### config.mk
export PLATFORM = sky130hd
export DESIGN_NAME = paged_pc_unit
export DESIGN_NICKNAME = d
export VERILOG_FILES = /design/src/rtl/ppc_pkg.sv /design/src/rtl/ppc_cmd_sel.sv /design/src/rtl/ppc_ret_stack.sv /design/src/rtl/paged_pc_unit.sv
export SDC_FILE = /design/constraint.sdc
export NUM_CORES = 1
export LEC_CHECK = 0
export ABC_AREA = 1
export ABC_CLOCK_PERIOD_IN_PS = 2300
export BUFFER_PORTS_ARGS = -buffer_cell sky130_fd_sc_hd__buf_2
export CORE_UTILIZATION = 53
export DETAILED_ROUTE_END_ITERATION = 8
export PLACE_DENSITY = 0.72
export SKIP_CTS_REPAIR_TIMING = 1
export SYNTH_ARGS = -nofsm -noshare
export SYNTH_HDL_FRONTEND = slang
export SYNTH_SLANG_ARGS = --single-unit
### constraint.sdc
create_clock -name clk -period 2.3 [get_ports clk]
set_clock_uncertainty 0.1 [all_clocks]
set_input_delay 0.23 -clock clk [delete_from_list [all_inputs] [get_ports clk]]
set_output_delay 0.23 -clock clk [all_outputs]
set_load 0.01 [all_outputs]
### src/rtl/ppc_pkg.sv
package ppc_pkg;
  localparam int PC_W   = 13;
  localparam int LOW_W  = 11;
  localparam int DATA_W = 8;
  localparam int HI_W   = PC_W - DATA_W;
  localparam int DEPTH  = 8;

  typedef logic [PC_W-1:0] pc_t;

  typedef enum logic [2:0] {
    SEL_HOLD = 3'd0,
    SEL_ADV  = 3'd1,
    SEL_JUMP = 3'd2,
    SEL_LOWB = 3'd3,
    SEL_POP  = 3'd4
  } sel_e;

  function automatic pc_t pc_step(input pc_t cur);
    return cur + pc_t'(1);
  endfunction

  function automatic pc_t pc_jump(input logic [HI_W-1:0] page,
                                  input logic [LOW_W-1:0] tgt);
    return {page[HI_W-1 -: PC_W-LOW_W], tgt};
  endfunction

  function automatic pc_t pc_lowb(input logic [HI_W-1:0] page,
                                  input logic [DATA_W-1:0] d);
    return {page, d};
  endfunction
endpackage

### src/rtl/ppc_cmd_sel.sv
module ppc_cmd_sel
  import ppc_pkg::*;
(
  input  logic adv_i,
  input  logic jmp_i,
  input  logic call_i,
  input  logic ret_i,
  input  logic lo_wr_i,
  output sel_e sel_o,
  output logic push_o,
  output logic pop_o
);
  always_comb begin
    sel_o  = SEL_HOLD;
    push_o = 1'b0;
    pop_o  = 1'b0;
    if (ret_i) begin
      sel_o = SEL_POP;
      pop_o = 1'b1;
    end else if (call_i) begin
      sel_o  = SEL_JUMP;
      push_o = 1'b1;
    end else if (jmp_i) begin
      sel_o = SEL_JUMP;
    end else if (lo_wr_i) begin
      sel_o = SEL_LOWB;
    end else if (adv_i) begin
      sel_o = SEL_ADV;
    end
  end
endmodule

### src/rtl/ppc_ret_stack.sv
module ppc_ret_stack
  import ppc_pkg::*;
#(
  parameter int AW    = PC_W,
  parameter int DEPTH_P = DEPTH
) (
  input  logic          clk,
  input  logic          rst_n,
  input  logic          push_i,
  input  logic          pop_i,
  input  logic [AW-1:0] wdata_i,
  output logic [AW-1:0] top_o,
  output logic          ovf_o
);
  localparam int PW = $clog2(DEPTH_P);
  localparam int FW = PW + 1;

  logic [AW-1:0] mem [DEPTH_P];
  logic [PW-1:0] ptr;
  logic [FW-1:0] fill;
  logic [PW-1:0] ptr_dec;

  assign ptr_dec = ptr - PW'(1);
  assign top_o   = mem[ptr_dec];

  always_ff @(posedge clk or negedge rst_n) begin
    if (!rst_n) begin
      ptr   <= '0;
      fill  <= '0;
      ovf_o <= 1'b0;
    end else if (push_i) begin
      ptr <= ptr + PW'(1);
      if (fill == FW'(DEPTH_P)) ovf_o <= 1'b1;
      else                      fill  <= fill + FW'(1);
    end else if (pop_i) begin
      ptr <= ptr_dec;
      if (fill != '0) fill <= fill - FW'(1);
    end
  end

  always_ff @(posedge clk) begin
    if (push_i) mem[ptr] <= wdata_i;
  end
endmodule

### src/rtl/paged_pc_unit.sv
module paged_pc_unit
  import ppc_pkg::*;
(
  input  logic              clk,
  input  logic              rst_n,
  input  logic              adv_i,
  input  logic              jmp_i,
  input  logic              call_i,
  input  logic              ret_i,
  input  logic              lo_wr_i,
  input  logic              page_wr_i,
  input  logic [DATA_W-1:0] data_i,
  input  logic [LOW_W-1:0]  target_i,
  output logic [PC_W-1:0]   pc_o,
  output logic              flush_o,
  output logic              ovf_o
);
  sel_e            sel;
  logic            push_evt;
  logic            pop_evt;
  logic            redirect_evt;
  logic [HI_W-1:0] page_q;
  pc_t             pc_q;
  pc_t             pc_nxt;
  pc_t             stack_top;

  ppc_cmd_sel u_sel (
    .adv_i   (adv_i),
    .jmp_i   (jmp_i),
    .call_i  (call_i),
    .ret_i   (ret_i),
    .lo_wr_i (lo_wr_i),
    .sel_o   (sel),
    .push_o  (push_evt),
    .pop_o   (pop_evt)
  );

  ppc_ret_stack #(.AW(PC_W), .DEPTH_P(DEPTH)) u_stack (
    .clk     (clk),
    .rst_n   (rst_n),
    .push_i  (push_evt),
    .pop_i   (pop_evt),
    .wdata_i (pc_q),
    .top_o   (stack_top),
    .ovf_o   (ovf_o)
  );

  assign redirect_evt = (sel == SEL_JUMP) || (sel == SEL_LOWB) || (sel == SEL_POP);

  always_comb begin
    unique case (sel)
      SEL_ADV:  pc_nxt = pc_step(pc_q);
      SEL_JUMP: pc_nxt = pc_jump(page_q, target_i);
      SEL_LOWB: pc_nxt = pc_lowb(page_q, data_i);
      SEL_POP:  pc_nxt = stack_top;
      default:  pc_nxt = pc_q;
    endcase
  end

  always_ff @(posedge clk or negedge rst_n) begin
    if (!rst_n) begin
      pc_q    <= '0;
      page_q  <= '0;
      flush_o <= 1'b0;
    end else begin
      pc_q    <= pc_nxt;
      flush_o <= redirect_evt;
      if (page_wr_i) page_q <= data_i[HI_W-1:0];
    end
  end

  assign pc_o = pc_q;
endmodule

==> results of run 1 <==
[tightest hold or removal path: cells and delay by family]
kind | cells | cell delay, ps
compound gates | 1 | 70
buf+inv | 1 | 80
simple gates | 3 | 190
[per-layer routing]
layer | global-route usage (%) | part of all wire (%) | vias up
li1 | - | - | 2109
met4 | 15.9 | 4.0 | 0
met5 | 0 | 0 | -
met2 | 45.2 | 49 | 216
met1 | 36.0 | 40 | 2219
met3 | 4.68 | 6.8 | 50
[state kept, by name (all words and copies together), names as in the netlist]
name,count
flush_o,1
page_q,5
u_stack.fill,4
pc_o,13
u_stack.ptr,3
u_stack.ovf_o,1
u_stack.mem,104
[layout make-up]
| cell class | instances | area, µm² | area share, % |
|---|---|---|---|
| Sequential cell | 131 | 3800 | 53.4 |
| Clock buffer | 18 | 418 | 5.88 |
| Timing Repair Buffer | 88 | 593 | 8.34 |
| Multi-Input combinational cell | 391 | 1850 | 25.9 |
| Inverter | 27 | 104 | 1.46 |
| Tap cell | 136 | 170 | 2.39 |
| Clock inverter | 13 | 184 | 2.59 |
[cells in the mapped netlist, types with 4 or more instances]
| cell type | instances |
|---|---|
| a21oi_1 | 11 |
| buf_2 | 10 |
| clkbuf_1 | 7 |
| dfrtp_1 | 27 |
| edfxtp_1 | 104 |
| ha_1 | 5 |
| inv_1 | 18 |
| inv_2 | 7 |
| nand2_1 | 186 |
| nand3_1 | 92 |
| nor2_1 | 49 |
| nor2_4 | 4 |
| o21ai_0 | 12 |
| xor2_1 | 5 |
[power by group]
group          switching, mW  internal (mW)
clock network           1.03           1.76
registers              0.312           3.22
logic                   2.31           1.15
[cell families (layout without fill, tap and decap cells)]
logic type | after synthesis | count (layout) | synth area share, %
AOI/OAI and AO/OA | 31 | 31 | 2.91
xor gates and xnor gates | 8 | 8 | 1.33
adders and majority gates | 6 | 6 | 1.41
buffers and inverters | 47 | 146 | 3.47
DFF | 131 | 131 | 65.0
muxes | 3 | 3 | 0.578
and+or+nand+nor | 343 | 343 | 25.3
[final timing paths]
kind | start | to | depth (start not counted)
min | target_i[1] | pc_o[1]$_DFFE_PN0P_ | 5
min reg2reg | u_stack.ovf_o$_DFFE_PN0P_ | u_stack.ovf_o$_DFFE_PN0P_ | 1
max reg2reg | u_stack.ptr[0]$_DFFE_PN0P_ | u_stack.mem[3][4]$_DFFE_PP_ | 4
min in group asynchronous | rst_n | pc_o[0]$_DFFE_PN0P_ | 2
max in group asynchronous | rst_n | pc_o[3]$_DFFE_PN0P_ | 2
max | u_stack.ptr[0]$_DFFE_PN0P_ | u_stack.mem[3][4]$_DFFE_PP_ | 4
[per-stage QoR]
step	cell area, µm²	setup WS (ps)	cells	total power, mW
after floorplan	5850	181	569	5.71
after global placement	6370	318	759	6.87
after detailed placement	6370	319	759	6.96
after CTS	6970	281	790	9.75
after global routing	7110	124	804	10.3
final	7110	268	804	9.78
==> results.tsv, run 1 <==
stage	metric	value	unit
floorplan	die_h	107	µm
synthesis	netlist_area	5850	µm²
critical_path	criticalPathCategory	reg -> reg	
critical_path	cp_max_fo	54	
synthesis	synth_top_cell_area_share	53.4	%
global_routing	grt_pass1_wl	23400	µm
synthesis	ys_types	34	
global_routing	grt_usage	28.0	%
flow_run	maxCapViolCount	0	
clock_network	cts_buffers	17	
clock_network	htree_num_levels	4	
sta	slew_violations	0	
clock_network	clkTransAtPathRegs	60	ps
finish	drive_gt1_share	19.2	%
drt	wl	15100	µm
finish	final_common_cell	nand2_1	
synthesis	synth-seq-cells	131	
sta	tightestPinTransition	642	ps
finish	fillCellCount	807	
sta	relSlewSlack	57.2	%
synthesis	synth_top_area_cell	edfxtp_1	
finish	fin_nets	689	
floorplan	coreArea	10500	µm²
drt	drcViolationCount	0	
sta	max_freq	492	MHz
critical_path	arrival	2150	ps
floorplan	die_w	107	µm
critical_path	cp.required	2420	ps
floorplan	rows	37	
synthesis	synth_flop_cell	edfxtp_1	
drt	firstDrtPassIters	5	
synthesis	syn_area_per_cell	10.3	µm²
sta	min_period	2030	ps
sta	fin_crit_sh	88.3	%
global_routing	grt_max_degree	55	
sta	fin_tns_setup	0	ps
global_routing	grt_pass1_vias	4554	
synthesis	yosys_warnings	0	
placed_design	io_buffers	41	
sta	grt_setup_unrepaired	false	
finish	fin_util	67.7	%
synthesis	synth_edf_count	104	
finish	final_cell_mix	186 x nand2_1, 104 x edfxtp_1, 92 x nand3_1, 49 x nor2_1, 41 x buf_2	
drt	drtIter0Drc	380	
finish	diodes	0	
drt	vias	4594	
hold_path	hp-class	in -> reg	
critical_path	cp-start-kind	flip-flop	
critical_path	r2r_setup_slack	270	ps
sta	finalSetupViolations	0	
synthesis	synth.area.top_cells	edfxtp_1 53%, nand2_1 12%, dfrtp_1 12%	
sta	finalHoldViolCount	3	
run_status	status	complete, but fails checks	
clock_network	clockBufferDepth	2	
critical_path	end_kind	flip-flop	
synthesis	postSynthCellCount	569	
clock_network	cts_root_buf	clkbuf_8	
critical_path	cp_cell_sequence	buf_4 -> nand2_1 -> nor2_1 -> buf_4	
floorplan	die_area	11500	µm²
placed_design	routabilityCongestion	0.880	
synthesis	syn-num-nets	602	
power_and_ir_drop	ir_drop	0.000704	V
clock_network	clock_sinks	131	
power_and_ir_drop	power_density	1370	nW/µm²
critical_path	crit_top_cell	buf_4	
drt	drtAntennaViolNets	0	
synthesis	postSynth.asyncResetShare	20.6	%
placed_design	dp.final_hpwl	9970	µm
clock_network	clkLatencyLatePin	520	ps
run_status	failed_checks	negative hold slack	
synthesis	yosysSeqAreaShare	65.0	%
critical_path	path_delay_family	buffers and inverters	
finish	area_growth_syn_to_layout	21.7	%
critical_path	cp_slowest_stage_delay	480	ps
floorplan	start_util	55.6	%
power_and_ir_drop	power_leakage	2.94	nW
critical_path	critical_path_buf_inv_count	2	
sta	hold_ws	-17.6	ps
drt	post_drt_wl_per_cell	18.8	µm
critical_path	slowest_stage	buf_4	
global_routing	antenna_found_initial	0	
global_routing	overflow	0	
drt	viasPerCell	5.71	
clock_network	cts_tree	built	
floorplan	ios	42	
No activity file was read; power rests on OpenSTA's default activity.
==> run 2, diff against run 1 <==
Settings changed: ABC_AREA 1 to unset, PLACE_DENSITY 0.72 to 0.73.
==> results.tsv, run 2 <==
stage	metric	value	unit	change
placed_design	dp.final_hpwl	8780	µm	was 9970 µm
global_routing	antenna_found_initial	0		unchanged
clock_network	cts_tree	built		unchanged
sta	finalSetupViolations	0		unchanged
sta	fin_ws	119	ps	was 268 ps
clock_network	clockBufferDepth	2		unchanged
power_and_ir_drop	power_leakage	2.61	nW	was 2.94 nW
finish	drive_gt1_share	31.7	%	was 19.2%
drt	drtAntennaViolNets	0		unchanged
power_and_ir_drop	p_sw_share	33.6	%	was 37.4%
drt	post_drt_wl_per_cell	21.7	µm	was 18.8 µm
clock_network	clkLatencyLatePin	520	ps	about the same
critical_path	cp_slowest_stage_delay	550	ps	was 480 ps
power_and_ir_drop	power_frac_clock	26.1	%	was 28.5%
drt	drtIter0Drc	350		was 380
finish	final_cell_mix	104 x edfxtp_1, 41 x buf_2, 38 x buf_4, 27 x dfrtp_1, 24 x mux2i_1		was 186 x nand2_1, 104 x edfxtp_1, 92 x nand3_1, 49 x nor2_1, 41 x buf_2
critical_path	criticalPathCategory	reg -> reg		unchanged
synthesis	postSynth.asyncResetShare	20.6	%	unchanged
placed_design	dp_slack	129	ps	was 319 ps
run_status	status	finished, final reports clean		was complete, but fails checks
sta	tightestPinTransition	683	ps	was 642 ps
finish	diodes	0		unchanged
synthesis	yosys_warnings	0		unchanged
flow_run	maxCapViolCount	0		unchanged
clock_network	htree_num_levels	4		unchanged
hold_path	hp-class	in -> reg		unchanged
global_routing	overflow	0		unchanged
drt	viasPerCell	5.92		was 5.71
synthesis	ys_types	52		was 34
synthesis	synth_flop_cell	edfxtp_1		unchanged
placed_design	routabilityCongestion	0.809		was 0.880
power_and_ir_drop	seq_power_share	35.2	%	was 36.1%
sta	grt_setup_unrepaired	false		unchanged
global_routing	grt_pass1_vias	3557		was 4,554
finish	area_growth_syn_to_layout	25.0	%	was 21.7%
sta	max_freq	459	MHz	was 492 MHz
drt	wl	13300	µm	was 15,100 µm
critical_path	arrival	2470	ps	was 2150 ps
floorplan	coreArea	10300	µm²	was 10,500 µm²
synthesis	synth_edf_count	104		unchanged
synthesis	postSynthCellCount	364		was 569
drt	firstDrtPassIters	5		unchanged
power_and_ir_drop	power	9.80	mW	was 9.78 mW
clock_network	cts_root_buf	clkbuf_8		unchanged
critical_path	cp_max_fo	6		was 54
critical_path	cp-start-kind	flip-flop		unchanged
floorplan	rows	37		unchanged
power_and_ir_drop	comb_power_share	38.6	%	was 35.4%
critical_path	slowest_stage	mux4_2		was buf_4
clock_network	cts_buffers	17		unchanged
global_routing	grt_usage	25.7	%	was 28.0%
finish	largest_reg_flops	104		unchanged
drt	drcViolationCount	0		unchanged
floorplan	die_area	11100	µm²	was 11,500 µm²
sta	min_period	2180	ps	was 2030 ps
synthesis	synth-simple-area-share	7.71	%	was 25.3%
global_routing	grt_pass1_wl	20100	µm	was 23,400 µm
power_and_ir_drop	power_density	1390	nW/µm²	was 1370 nW/µm²
synthesis	synth.area.top_cells	edfxtp_1 55%, dfrtp_1 12%, mux4_2 6.8%		was edfxtp_1 53%, nand2_1 12%, dfrtp_1 12%
synthesis	yosysSeqAreaShare	67.2	%	was 65.0%
critical_path	cp.required	2590	ps	was 2420 ps
critical_path	critPathLaunch	u_stack.ptr[0]$_DFFE_PN0P_		unchanged
synthesis	yosys.area_share.adder	1.46	%	was 1.41%
hold_path	min_from	target_i[9]		was target_i[1]
critical_path	critical_path_buf_inv_count	1		was 2
synthesis	yosysMostFrequentCell	edfxtp_1		was nand2_1
synthesis	syn_area_per_cell	15.5	µm²	was 10.3 µm²
floorplan	ios	42		unchanged
sta	fin_crit_sh	94.8	%	was 88.3%
critical_path	path_delay_family	multiplexers		was buffers and inverters
power_and_ir_drop	p_int	6.51	mW	was 6.13 mW
drt	vias	3627		was 4,594
clock_network	clock_sinks	131		unchanged
synthesis	synth_top_cell_area_share	55.3	%	was 53.4%
synthesis	netlist_area	5650	µm²	was 5850 µm²
finish	regMostFlops	u_stack.mem		unchanged
critical_path	cp_cell_sequence	inv_8 -> ha_4 -> xor2_4 -> mux4_2 -> mux2_2 -> nand2_1 -> o221ai_1		was buf_4 -> nand2_1 -> nor2_1 -> buf_4
synthesis	synthMuxAreaShare	12.6	%	was 0.578%
floorplan	die_w	105	µm	was 107 µm
power_and_ir_drop	ir_drop	0.00128	V	was 0.000704 V
synthesis	synth_top_area_cell	edfxtp_1		unchanged
critical_path	r2r-start	u_stack.ptr[0]$_DFFE_PN0P_		unchanged
sta	finalHoldViolCount	0		was 3
global_routing	grt_max_degree	35		was 55
synthesis	synth_top_family_by_area	multiplexers		was simple AND/OR/NAND/NOR gates
power_and_ir_drop	p_sw	3.30	mW	was 3.65 mW
sta	relSlewSlack	54.5	%	was 57.2%
sta	slew_violations	0		unchanged
synthesis	synth-seq-cells	131		unchanged
floorplan	die_h	105	µm	was 107 µm
finish	fin_nets	497		was 689
clock_network	clkTransAtPathRegs	60	ps	about the same
finish	final_common_cell	edfxtp_1		was nand2_1
synthesis	synth_compound_area_share	6.11	%	was 2.91%
synthesis	synth_xor_area_share	2.61	%	was 1.33%
placed_design	io_buffers	41		unchanged
critical_path	end_kind	flip-flop		unchanged
synthesis	syn-num-nets	397		was 602
floorplan	start_util	54.7	%	was 55.6%
synthesis	ys_top_cells_by_count	104 x edfxtp_1, 27 x dfrtp_1, 24 x mux2i_1		was 186 x nand2_1, 104 x edfxtp_1, 92 x nand3_1
[run 2: changes by cell type in the layout (fill, tap and decap cells not counted), sizes merged, moves of 8 or more]
cell,previous run,this run
nand2,188,23
nand3,93,8
nor2,54,23
mux2i,0,24
inv,28,11
mux4,0,17
a22oi,1,12
o21ai,15,4
a31oi,0,8
[run 2: through the flow]
| step | hold WS [ps] | cell area (µm²) | std cells | utilization, % | setup TNS (ps) |
|---|---|---|---|---|---|
| final | 4.76 | 7060 | 613 | 68.4 | 0 |
| after global routing | 5.05 | 7060 | 613 | 68.4 | 0 |
| after CTS | -359 | 6880 | 595 | 66.7 | 0 |
| after detailed placement | 202 | 6320 | 563 | 61.2 | 0 |
| after global placement | 206 | 6320 | 563 | 61.2 | 0 |
| after floorplan | -166 | 5710 | 364 | - | -8560 |
[run 2: routing by layer]
metal | global-route usage (%) | part of all wire, % | vias up
met5 | 0 | 0 | -
met4 | 9.76 | 2.4 | 0
met3 | 7.30 | 6.2 | 27
met2 | 40.5 | 51 | 140
met1 | 34.3 | 41 | 1845
li1 | - | - | 1615
[run 2: cell type report]
type | count | area (µm²)
clock buffers | 19 | 432
clock inverters | 13 | 134
fillers | 675 | 3260
inverters | 11 | 48.8
multi-input cells | 206 | 1800
flip-flops and latches | 131 | 3800
well taps | 136 | 170
repair buffers | 97 | 681
[run 2: final timing paths]
path / endpoint / slack [ps] / depth (start not counted)
max in group asynchronous: pc_o[5]$_DFFE_PN0P_ / 1480 / 2
setup reg to reg: pc_o[12]$_DFFE_PN0P_ / 120 / 7
min in group asynchronous: u_stack.fill[2]$_DFFE_PN0P_ / 170 / 2
hold reg to reg: u_stack.ovf_o$_DFFE_PN0P_ / 370 / 1
setup / recovery: pc_o[12]$_DFFE_PN0P_ / 120 / 7
hold / removal: pc_o[9]$_DFFE_PN0P_ / 5 / 5
[run 2: power by group through the flow]
stage / clock [mW] / sequential, mW / combinational (mW)
floorplan: 0 / 3.67 / 2.29
global placement: 0 / 3.48 / 3.62
detailed placement: 0 / 3.50 / 3.73
CTS: 2.59 / 3.45 / 3.75
global route: 2.69 / 3.49 / 4.08
finish: 2.56 / 3.45 / 3.79
[run 2: cell families (layout without fill, tap and decap cells)]
group | count (synthesis) | count (layout)
AO/OA/AOI/OAI | 51 | 51
AND/OR/NAND/NOR | 84 | 84
flip-flops | 131 | 131
multiplexers | 49 | 49
adder cells (fa/ha/maj) | 6 | 6
buffers and inverters | 27 | 140
XOR/XNOR | 16 | 16
[run 2: worst reg2reg max path: cells and delay by family, from the launching register on]
family,cells,cell delay (ps)
flops,1,440
xor+xnor,1,280
compound gates,1,100
buf+inv,1,80
mux,2,820
simple gates,1,60
fa+ha+maj,1,170
